$ cat src/rtl/phrase_seq.sv
module phrase_seq #(
  parameter int ADDR_W   = 20,
  parameter int BASE_DIV = 3125,
  parameter int PHRASES  = 16
) (
  input  logic                        clk,
  input  logic                        rst_n,
  input  logic                        mode_rec,
  input  logic                        start_in,
  input  logic                        stop_in,
  input  logic [$clog2(PHRASES)-1:0]  phrase_sel,
  input  logic [1:0]                  rate_sel,
  input  logic                        mem_large,
  input  logic                        rec_bit,
  input  logic [7:0]                  sram_rdata,
  output logic [ADDR_W-4:0]           sram_addr,
  output logic [7:0]                  sram_wdata,
  output logic                        sram_we,
  output logic                        play_bit,
  output logic                        play_vld,
  output logic                        play_done,
  output logic                        rec_busy,
  output logic                        play_busy,
  output logic                        paused,
  output logic [$clog2(PHRASES):0]    phrase_cnt
);
  localparam int CW = ADDR_W + 1;
  localparam int IW = $clog2(PHRASES);
  localparam int DW = $clog2(BASE_DIV * 4 + 1);

  typedef enum logic [1:0] {S_IDLE, S_REC, S_PLAY, S_HOLD} st_t;

  st_t           state;
  logic [CW-1:0] cnt, stop_reg, free_ptr, max_bits, end_val;
  logic [DW-1:0] div, period;
  logic          start_q, stop_q, start_rise, stop_rise;
  logic          active, tick, sel_ok, can_rec, last_bit, rec_go, rec_end;
  logic [CW-1:0] beg_tab [PHRASES];
  logic [CW-1:0] fin_tab [PHRASES];

  assign start_rise = start_in & ~start_q;
  assign stop_rise  = stop_in & ~stop_q;
  assign max_bits   = mem_large ? (CW'(1) << ADDR_W) : (CW'(1) << (ADDR_W - 2));
  assign period     = DW'(BASE_DIV) * {{(DW-2){1'b0}}, rate_sel} + DW'(BASE_DIV);
  assign active     = (state == S_REC) || (state == S_PLAY);
  assign tick       = active && (div >= period - DW'(1));
  assign sel_ok     = {1'b0, phrase_sel} < phrase_cnt;
  assign can_rec    = (phrase_cnt < (IW+1)'(PHRASES)) && (free_ptr < max_bits);
  assign last_bit   = (cnt + CW'(1)) >= max_bits;
  assign rec_go     = (state == S_IDLE) && start_rise && mode_rec && can_rec;
  assign rec_end    = (state == S_REC) && (stop_rise || (tick && last_bit));
  assign end_val    = stop_rise ? cnt : cnt + CW'(1);

  assign sram_addr = cnt[ADDR_W-1:3];
  assign sram_we   = (state == S_REC) && tick && !stop_rise;
  assign rec_busy  = (state == S_REC);
  assign play_busy = (state == S_PLAY) || (state == S_HOLD);
  assign paused    = (state == S_HOLD);

  always_comb begin
    sram_wdata = sram_rdata;
    sram_wdata[cnt[2:0]] = rec_bit;
  end

  always_ff @(posedge clk) begin
    if (!rst_n) begin
      state      <= S_IDLE;
      cnt        <= '0;
      stop_reg   <= '0;
      free_ptr   <= '0;
      phrase_cnt <= '0;
      div        <= '0;
      start_q    <= 1'b0;
      stop_q     <= 1'b0;
      play_bit   <= 1'b0;
      play_vld   <= 1'b0;
      play_done  <= 1'b0;
    end else begin
      start_q   <= start_in;
      stop_q    <= stop_in;
      play_vld  <= 1'b0;
      play_done <= 1'b0;
      div       <= (tick || !active) ? '0 : div + DW'(1);
      case (state)
        S_IDLE: begin
          if (rec_go) begin
            cnt   <= free_ptr;
            state <= S_REC;
          end else if (start_rise && !mode_rec && sel_ok) begin
            cnt      <= beg_tab[phrase_sel];
            stop_reg <= fin_tab[phrase_sel];
            state    <= S_PLAY;
          end
        end
        S_REC: begin
          if (tick && !stop_rise) cnt <= cnt + CW'(1);
          if (rec_end) begin
            free_ptr   <= end_val;
            phrase_cnt <= phrase_cnt + 1'b1;
            state      <= S_IDLE;
          end
        end
        S_PLAY: begin
          if (cnt == stop_reg) begin
            play_done <= 1'b1;
            state     <= S_IDLE;
          end else if (stop_rise) begin
            state <= S_HOLD;
          end else if (tick) begin
            play_bit <= sram_rdata[cnt[2:0]];
            play_vld <= 1'b1;
            cnt      <= cnt + CW'(1);
          end
        end
        default: begin
          if (start_rise) state <= S_PLAY;
        end
      endcase
    end
  end

  always_ff @(posedge clk) begin
    if (rec_go)  beg_tab[phrase_cnt[IW-1:0]] <= free_ptr;
    if (rec_end) fin_tab[phrase_cnt[IW-1:0]] <= end_val;
  end


  done_pulse_chk: assert property (@(posedge clk) disable iff (!rst_n)
    play_done |=> !play_done);


  write_range_chk: assert property (@(posedge clk) disable iff (!rst_n)
    sram_we |-> (cnt < max_bits));


  rec_step_chk: assert property (@(posedge clk) disable iff (!rst_n)
    (state == S_REC && $past(sram_we)) |-> (cnt == $past(cnt) + CW'(1)));


  hold_still_chk: assert property (@(posedge clk) disable iff (!rst_n)
    (state == S_HOLD && $past(state == S_HOLD)) |-> ($stable(cnt) && !play_vld));


  slot_cap_chk: assert property (@(posedge clk) disable iff (!rst_n)
    phrase_cnt <= (IW+1)'(PHRASES));


  count_step_chk: assert property (@(posedge clk) disable iff (!rst_n)
    $fell(rec_busy) |-> (phrase_cnt == $past(phrase_cnt) + 1'b1));
endmodule

$ cat config.mk
export PLATFORM = sky130hd
export DESIGN_NAME = phrase_seq
export DESIGN_NICKNAME = d
export VERILOG_FILES = /design/src/rtl/phrase_seq.sv
export SDC_FILE = /design/constraint.sdc
export NUM_CORES = 1
export LEC_CHECK = 0
export ABC_AREA = 1
export CAP_MARGIN = 5
export CORE_UTILIZATION = 56
export DETAILED_ROUTE_END_ITERATION = 10
export PLACE_DENSITY = 0.83
export REMOVE_ABC_BUFFERS = 1
export SYNTH_ARGS = -nofsm -noshare
export SYNTH_HDL_FRONTEND = slang
export SYNTH_SLANG_ARGS = --single-unit
$ cat constraint.sdc
create_clock -name clk -period 5.5 [get_ports clk]
set_input_delay 1.375 -clock clk [delete_from_list [all_inputs] [get_ports clk]]
set_output_delay 1.375 -clock clk [all_outputs]
set_load 0.02 [all_outputs]
==> out/results.txt, run 1 <==
CTS Sinks: 761
Total grt overflow: 0
Slowest-stage cell, CP: clkdlybuf4s50_1
Antenna violations before repair: 0
Num CTS Buffers: 75
Die H: 240 µm
R2R Setup Slk: 0.74 ns
CP arrival: 3.97 ns
Worst Reg2Reg Path Length in Cells: 21
PortBufs: 57
Critical path depth: 19
Yosys top cell area share: 0.635
Die area: 57700 µm²
Row count: 86
Total track usage: 0.297
Placed Area: 33500 µm²
Cell area after layout: 35900 µm²
Max-cap violations: 0
Final Hold Vio Count: 0
Max frequency: 187 MHz
Chip width: 240 µm
Hold_ws: 0.464 ns
Vias in the first global route: 22500
Asr flop ratio synth: 0
Final instance count without filler cells: 3550
Number of I/O pins: 58
Slew headroom: 0.298
Synth warn: 0
Leakage: 12.0 nW
CP Max Fanout: 3
Main synth FF type: edfxtp_1
Final setup viols: 0
Share of layout cells above drive strength 1: 0.0996
Syn Area/Cell: 11.7 µm²
WL final: 84800 µm
Cell Pwr Density: 408 nW/µm²
Final ANT Viol Nets: 0
Per-cell routed wire length: 23.9 µm
Fillers: 3897
Post-DP HPWL: 47600 µm
Clock Latency Late Sink: 0.63 ns
Critical R2R Capture: fin_tab[15][6]
Register area share after synthesis: 0.691
Dpl cells: 3414
Tmin final: 5.34 ns
Run status: completed
Via count: 22700
Slew @ Worst Pin: 1.05 ns
Area of the multi-input gates: 8800 µm²
Worst-path clk slew: 0.05 ns
Critical path class: input pin to output pin
Max Clock Skew: 0.0276 ns
Worst path max stage delay: 0.48 ns
Vias per Instance: 6.39
Max clock buf depth: 3
CP Capture Point: sram_we
Final setup TNS: 0 ns
Pre-Repair DR Iteration Count: 6
Yosys reg bits: 761
Area grow syn2layout: 13.1%
Root Buffer: clkbuf_16
EDFF count, synth: 672
CTS tree: yes
Starting density of the core: 0.571
Largest net degree at the start of global routing: 182
CTS H-tree depth: 3
Worst r2r src: cnt[1]
Final Max Tran Viols: 0
Top cell by count, worst path: nand2_1
Worst Setup End Kind: output pin
CP Data Required Time: 4.12 ns
Drt drc: 0
Synth area leader: edfxtp_1
Iteration-0 DRC Markers: 3215
Delay-heaviest family, CP: buffers and inverters
Global-route wire length before repair: 129000 µm
Peak supply drop: 321 µV
Synth cell types: 46
FF+latch area: 22000 µm²
Area of the core: 55600 µm²
Largest cells by area after synthesis: edfxtp_1, o21ai_0, nor2_1
Critical Path Start Type: input pin
Synthesized area: 31800 µm²
Ant diodes: 0
Post-Synthesis Cells: 2712
Hold Crit Class: register to register
Worst setup startpoint: rate_sel[1]
Nets: 2797
CP Buf/Inv Count: 6
Tcrit/Tclk final: 0.971
Placer Congestion: 0.919
Crit path cell chain: clkdlybuf4s50_1 -> inv_1 -> ha_4 -> xor2_1 -> o21ai_1 -> inv_1 -> ha_1 -> nand2_1 -> nor3_2 -> o21ai_1 -> nand3_1 -> nand2_1 -> nand3_2 -> buf_6 -> nand2_1 -> inv_2 -> nand2_1 -> nor2_1 -> buf_4
[per-layer routing]
layer	wire length, µm	GRT usage
met5	0	0
met2	40500	0.480
met1	30800	0.375
met4	4040	0.157
met3	9460	0.0685
[through the flow]
stage | total power, W | util | setup slack [ns]
6_report | 0.0147 | 0.646 | 0.160
5_1_grt | 0.0152 | 0.646 | -0.0400
4_1_cts | 0.0146 | 0.645 | 0.00209
3_5_place_dp | 0.00967 | 0.602 | -0.488
3_3_place_gp | 0.00956 | 0.602 | -0.470
2_1_floorplan | 0.00849 | - | -1.30
[cell families (layout without fill, tap and decap cells)]
| family | count (synthesis) | in the layout | share of synthesized area |
|---|---|---|---|
| AOI/OAI and AO/OA | 745 | 745 | 0.138 |
| xor gates and xnor gates | 28 | 28 | 0.00772 |
| adders and majority gates | 33 | 33 | 0.0130 |
| buffers and inverters | 288 | 378 | 0.0376 |
| DFF | 761 | 761 | 0.691 |
| and+or+nand+nor | 857 | 857 | 0.112 |
[cells in the mapped netlist, drive strengths merged (13+ instances only)]
cell and n:
nor3 39, inv 87, edfxtp 672, nand3 101
a21oi 39, xnor2 13, dfxtp 89, o22ai 46
clkbuf 147, o21ai 458, o211ai 76, xor2 15
buf 48, nor2 508, ha 33, nand2 178
o221ai 90, a31oi 24
[where the power goes]
group	leakage, nW	switching [W]	internal (W)
clock network	1.17	0.00214	0.00289
registers	6.90	0.000298	0.00680
logic	3.92	0.00177	0.000769
total	12.0	0.00420	0.0105
[worst min path at each step]
stage	start	endpoint	slack [ns]	cells past startpoint
final	div[0]	div[0]	0.46	1
after floorplan	div[0]	div[0]	0.43	1
after detailed placement	div[0]	div[0]	0.46	1
after global routing	play_bit	play_bit	0.50	2
after CTS	div[0]	div[0]	0.47	1
after global placement	div[0]	div[0]	0.45	1
[cell type report]
cell class | instances | area share
clock buffer | 95 | 0.0560
clock inverter | 41 | 0.0109
inverter | 93 | 0.0100
multi-input combinational | 1663 | 0.245
sequential | 761 | 0.611
tap | 748 | 0.0260
timing repair buffer | 149 | 0.0412
[worst register-to-register path: stages (launching register included)]
cell and delay, ns:
dfxtp_1 0.56, ha_1 0.36, nand3_2 0.21, inv_2 0.17, nand3_1 0.11, nor4_1 0.55, xor2_1 0.23, ha_1 0.34
nand4_1 0.09, nor2_1 0.23, nand2_1 0.08, nor2_1 0.09, nand2_1 0.06, nor2_1 0.17, nand2_1 0.08, nand2_1 0.12
nand2_2 0.07, nand2_2 0.06, nand2_2 0.16, buf_4 0.29, nor2_2 0.17, buf_12 0.22
[cells in the final DEF, fill, tap and decap left out, types with 7 or more instances in the layout]
cell	n
a31oi_1	23
dfxtp_1	89
clkbuf_16	77
xnor2_1	13
nor2_1	493
nand4_1	12
nand2_1	170
o22ai_1	46
o21ai_0	453
nand2_2	7
edfxtp_1	672
clkbuf_1	16
clkdlybuf4s50_1	50
clkinv_2	12
ha_1	32
xor2_1	14
buf_12	18
clkinv_1	18
inv_1	77
nand3_1	95
nor3_1	14
o211ai_1	76
a21oi_1	38
nor3_2	24
inv_2	8
o221ai_1	90
nor2_2	12
buf_4	76
[timing repair]
action,in CTS,in global routing
buffers inserted,0,0
hold buffers,0,0
gates cloned,0,0
endpoints found under the setup margin,1,1
pin swaps,0,2
resized for setup,7,7
(Power assumes the default switching activity.)
==> run 2, diff against run 1 <==
Settings changed: PLACE_DENSITY 0.83 to 0.76, SLEW_MARGIN set to 20.
==> run 2 against run 1 <==
Die area is the same; sequential power is essentially flat; clock skew shrank 0.0016 ns; critical path type unchanged; via count shrank 1.7%; non-clock buffer count grew 6; clock power is essentially flat; global-route usage shrank 0.51 points; final cell count grew 0.25%; design area is essentially flat; first-iteration DRC count shrank 25%; total power is essentially flat.
==> out/results.txt, run 2 (synthesized netlist as in run 1, its figures left out) <==
Run status: completed
Post-CTS setup buffers: 0 (unchanged)
Placed Area: 33500 µm² (+0.13%)
Ant diodes: 0 (unchanged)
Max-cap violations: 0 (unchanged)
Nets: 2805 (+0.29%)
Final ANT Viol Nets: 0 (unchanged)
Cell area after layout: 36000 µm² (about the same)
R2R Setup Slk: 0.92 ns (+0.18 ns)
Global-route wire length before repair: 126000 µm (-2.0%)
Clock power share: 0.341 (-0.002)
Peak supply drop: 337 µV (+5.2%)
Die area: 57700 µm² (unchanged)
Via count: 22300 (-1.7%)
Hold_ws: 0.460 ns (-0.00424 ns)
RSZ-0062 raised after global routing: no
Combinational fraction of design power: 0.174 (about the same)
Share of layout cells above drive strength 1: 0.0993 (-0.000319)
Final Util: 0.646 (about the same)
Max frequency: 187 MHz (-0.14%)
CTS tree: yes
CTS H-tree depth: 3 (unchanged)
Drt drc: 0 (unchanged)
Final setup TNS: 0 ns (unchanged)
Clock Latency Late Sink: 0.63 ns (about the same)
Most common cell after layout, fill and taps aside: edfxtp_1
CTS Sinks: 761 (unchanged)
Worst path max stage delay: 0.48 ns (about the same)
Leakage: 12.0 nW (about the same)
Vias in the first global route: 21600 (-4.1%)
CP Max Fanout: 4 (+1)
Die H: 240 µm (unchanged)
Commonest non-fill, non-tap cells in the layout: edfxtp_1, nor2_1, o21ai_0
Total grt overflow: 0 (unchanged)
PortBufs: 57 (unchanged)
Max clock buf depth: 3 (unchanged)
Post-DP HPWL: 47800 µm (+0.57%)
Total track usage: 0.292 (-0.00513)
Iteration-0 DRC Markers: 2404 (-25%)
Max Clock Skew: 0.0260 ns (-0.00159 ns)
Number of I/O pins: 58 (unchanged)
Root Buffer: clkbuf_16
Area of the core: 55600 µm² (unchanged)
Worst Setup End Kind: output pin
Vias per Instance: 6.27 (-1.9%)
Placer Congestion: 0.918 (-0.11%)
Row count: 86 (unchanged)
Crit path cell chain: clkdlybuf4s50_1 -> inv_1 -> buf_4 -> ha_1 -> nand2_1 -> o21a_1 -> inv_1 -> a31oi_2 -> ha_1 -> a21oi_1 -> a31oi_1 -> nor2_1 -> nand3_2 -> buf_6 -> nand2_1 -> inv_2 -> nand2_1 -> nor2_1 -> buf_4
Pre-Repair DR Iteration Count: 6 (unchanged)
Per-cell routed wire length: 23.4 µm (-1.8%)
Area grow syn2layout: 13.1% (about the same)
CP Buf/Inv Count: 7 (+1)
Slew @ Worst Pin: 1.12 ns (+0.0618 ns)
Worst-path clk slew: 0.06 ns (about the same)
Delay-heaviest family, CP: buffers and inverters
Chip width: 240 µm (unchanged)
Starting density of the core: 0.571 (unchanged)
Largest net degree at the start of global routing: 199 (+9.3%)
Net switching power: 0.00424 W (+0.83%)
Hold Crit Class: register to register
Tcrit/Tclk final: 0.972 (+0.00136)
Final setup viols: 0 (unchanged)
Critical Path Start Type: input pin
Num CTS Buffers: 77 (+2.7%)
CP arrival: 3.97 ns (about the same)
Cell Pwr Density: 408 nW/µm² (about the same)
WL final: 83400 µm (-1.6%)
P_int: 0.0104 W (-0.39%)
Top cell by count, worst path: nand2_1
Critical path class: input pin to output pin
Fillers: 4078 (+4.6%)
Slowest-stage cell, CP: clkdlybuf4s50_1
Slew headroom: 0.255 (-0.0423)
CP Data Required Time: 4.12 ns (about the same)
Flop pwr share: 0.485 (about the same)
Final Hold Vio Count: 0 (unchanged)
Sw Share: 0.289 (+0.00250)
Antenna violations before repair: 1 (+1)
Post-layout power: 0.0147 W (about the same)
Final Max Tran Viols: 0 (unchanged)
Tmin final: 5.35 ns (+0.00749 ns)
[run 2: power by group through the flow]
stage	clock (W)	combinational (W)	sequential [W]
floorplan	0	0.00130	0.00719
global placement	0	0.00240	0.00720
detailed placement	0	0.00248	0.00722
CTS	0.00503	0.00250	0.00710
global route	0.00526	0.00274	0.00713
finish	0.00500	0.00255	0.00711
[run 2: layout make-up]
type | count | area (µm²) | area share
sequential | 761 | 22000 | 0.611
multi-input combinational | 1663 | 8790 | 0.244
clock buffer | 102 | 2070 | 0.0576
timing repair buffer | 155 | 1530 | 0.0424
tap | 748 | 936 | 0.0260
inverter | 93 | 360 | 0.0100
clock inverter | 37 | 310 | 0.00863
[run 2: layer usage]
layer	GRT usage	vias to the layer above	wire, µm
met2	0.475	1213	40100
met5	0	-	13
met3	0.0633	192	8510
met1	0.388	10900	32200
li1	-	10000	-
met4	0.106	2	2580
[run 2: through the flow]
| stage | setup slack, ns | std cells |
|---|---|---|
| 2_1_floorplan | -1.30 | 2517 |
| 3_3_place_gp | -0.524 | 3420 |
| 3_5_place_dp | -0.513 | 3420 |
| 4_1_cts | 0.00542 | 3559 |
| 5_1_grt | 0.00440 | 3559 |
| 6_report | 0.152 | 3559 |
[run 2: worst register-to-register path, delay by kind of cell (launching register included)]
| kind | cells | cell delay [ns] |
|---|---|---|
| buf+inv | 3 | 0.52 |
| simple gates | 16 | 2.27 |
| flops | 1 | 0.63 |
| fa+ha+maj | 2 | 0.66 |
| xor+xnor | 1 | 0.20 |
[run 2: repair_timing]
| item | in CTS | in global routing |
|---|---|---|
| endpoints found under the setup margin | 1 | 1 |
| pin swaps | 1 | 1 |
| endpoints found under the hold margin | 0 | 0 |
| gates resized for setup | 8 | 4 |
| hold buffers | 0 | 0 |
[run 2: final timing paths]
| check | from | to | cells past startpoint |
|---|---|---|---|
| setup / recovery | rate_sel[1] | sram_we | 19 |
| hold / removal | play_bit | play_bit | 2 |
| setup reg to reg | cnt[1] | fin_tab[7][12] | 22 |
| hold reg to reg | play_bit | play_bit | 2 |
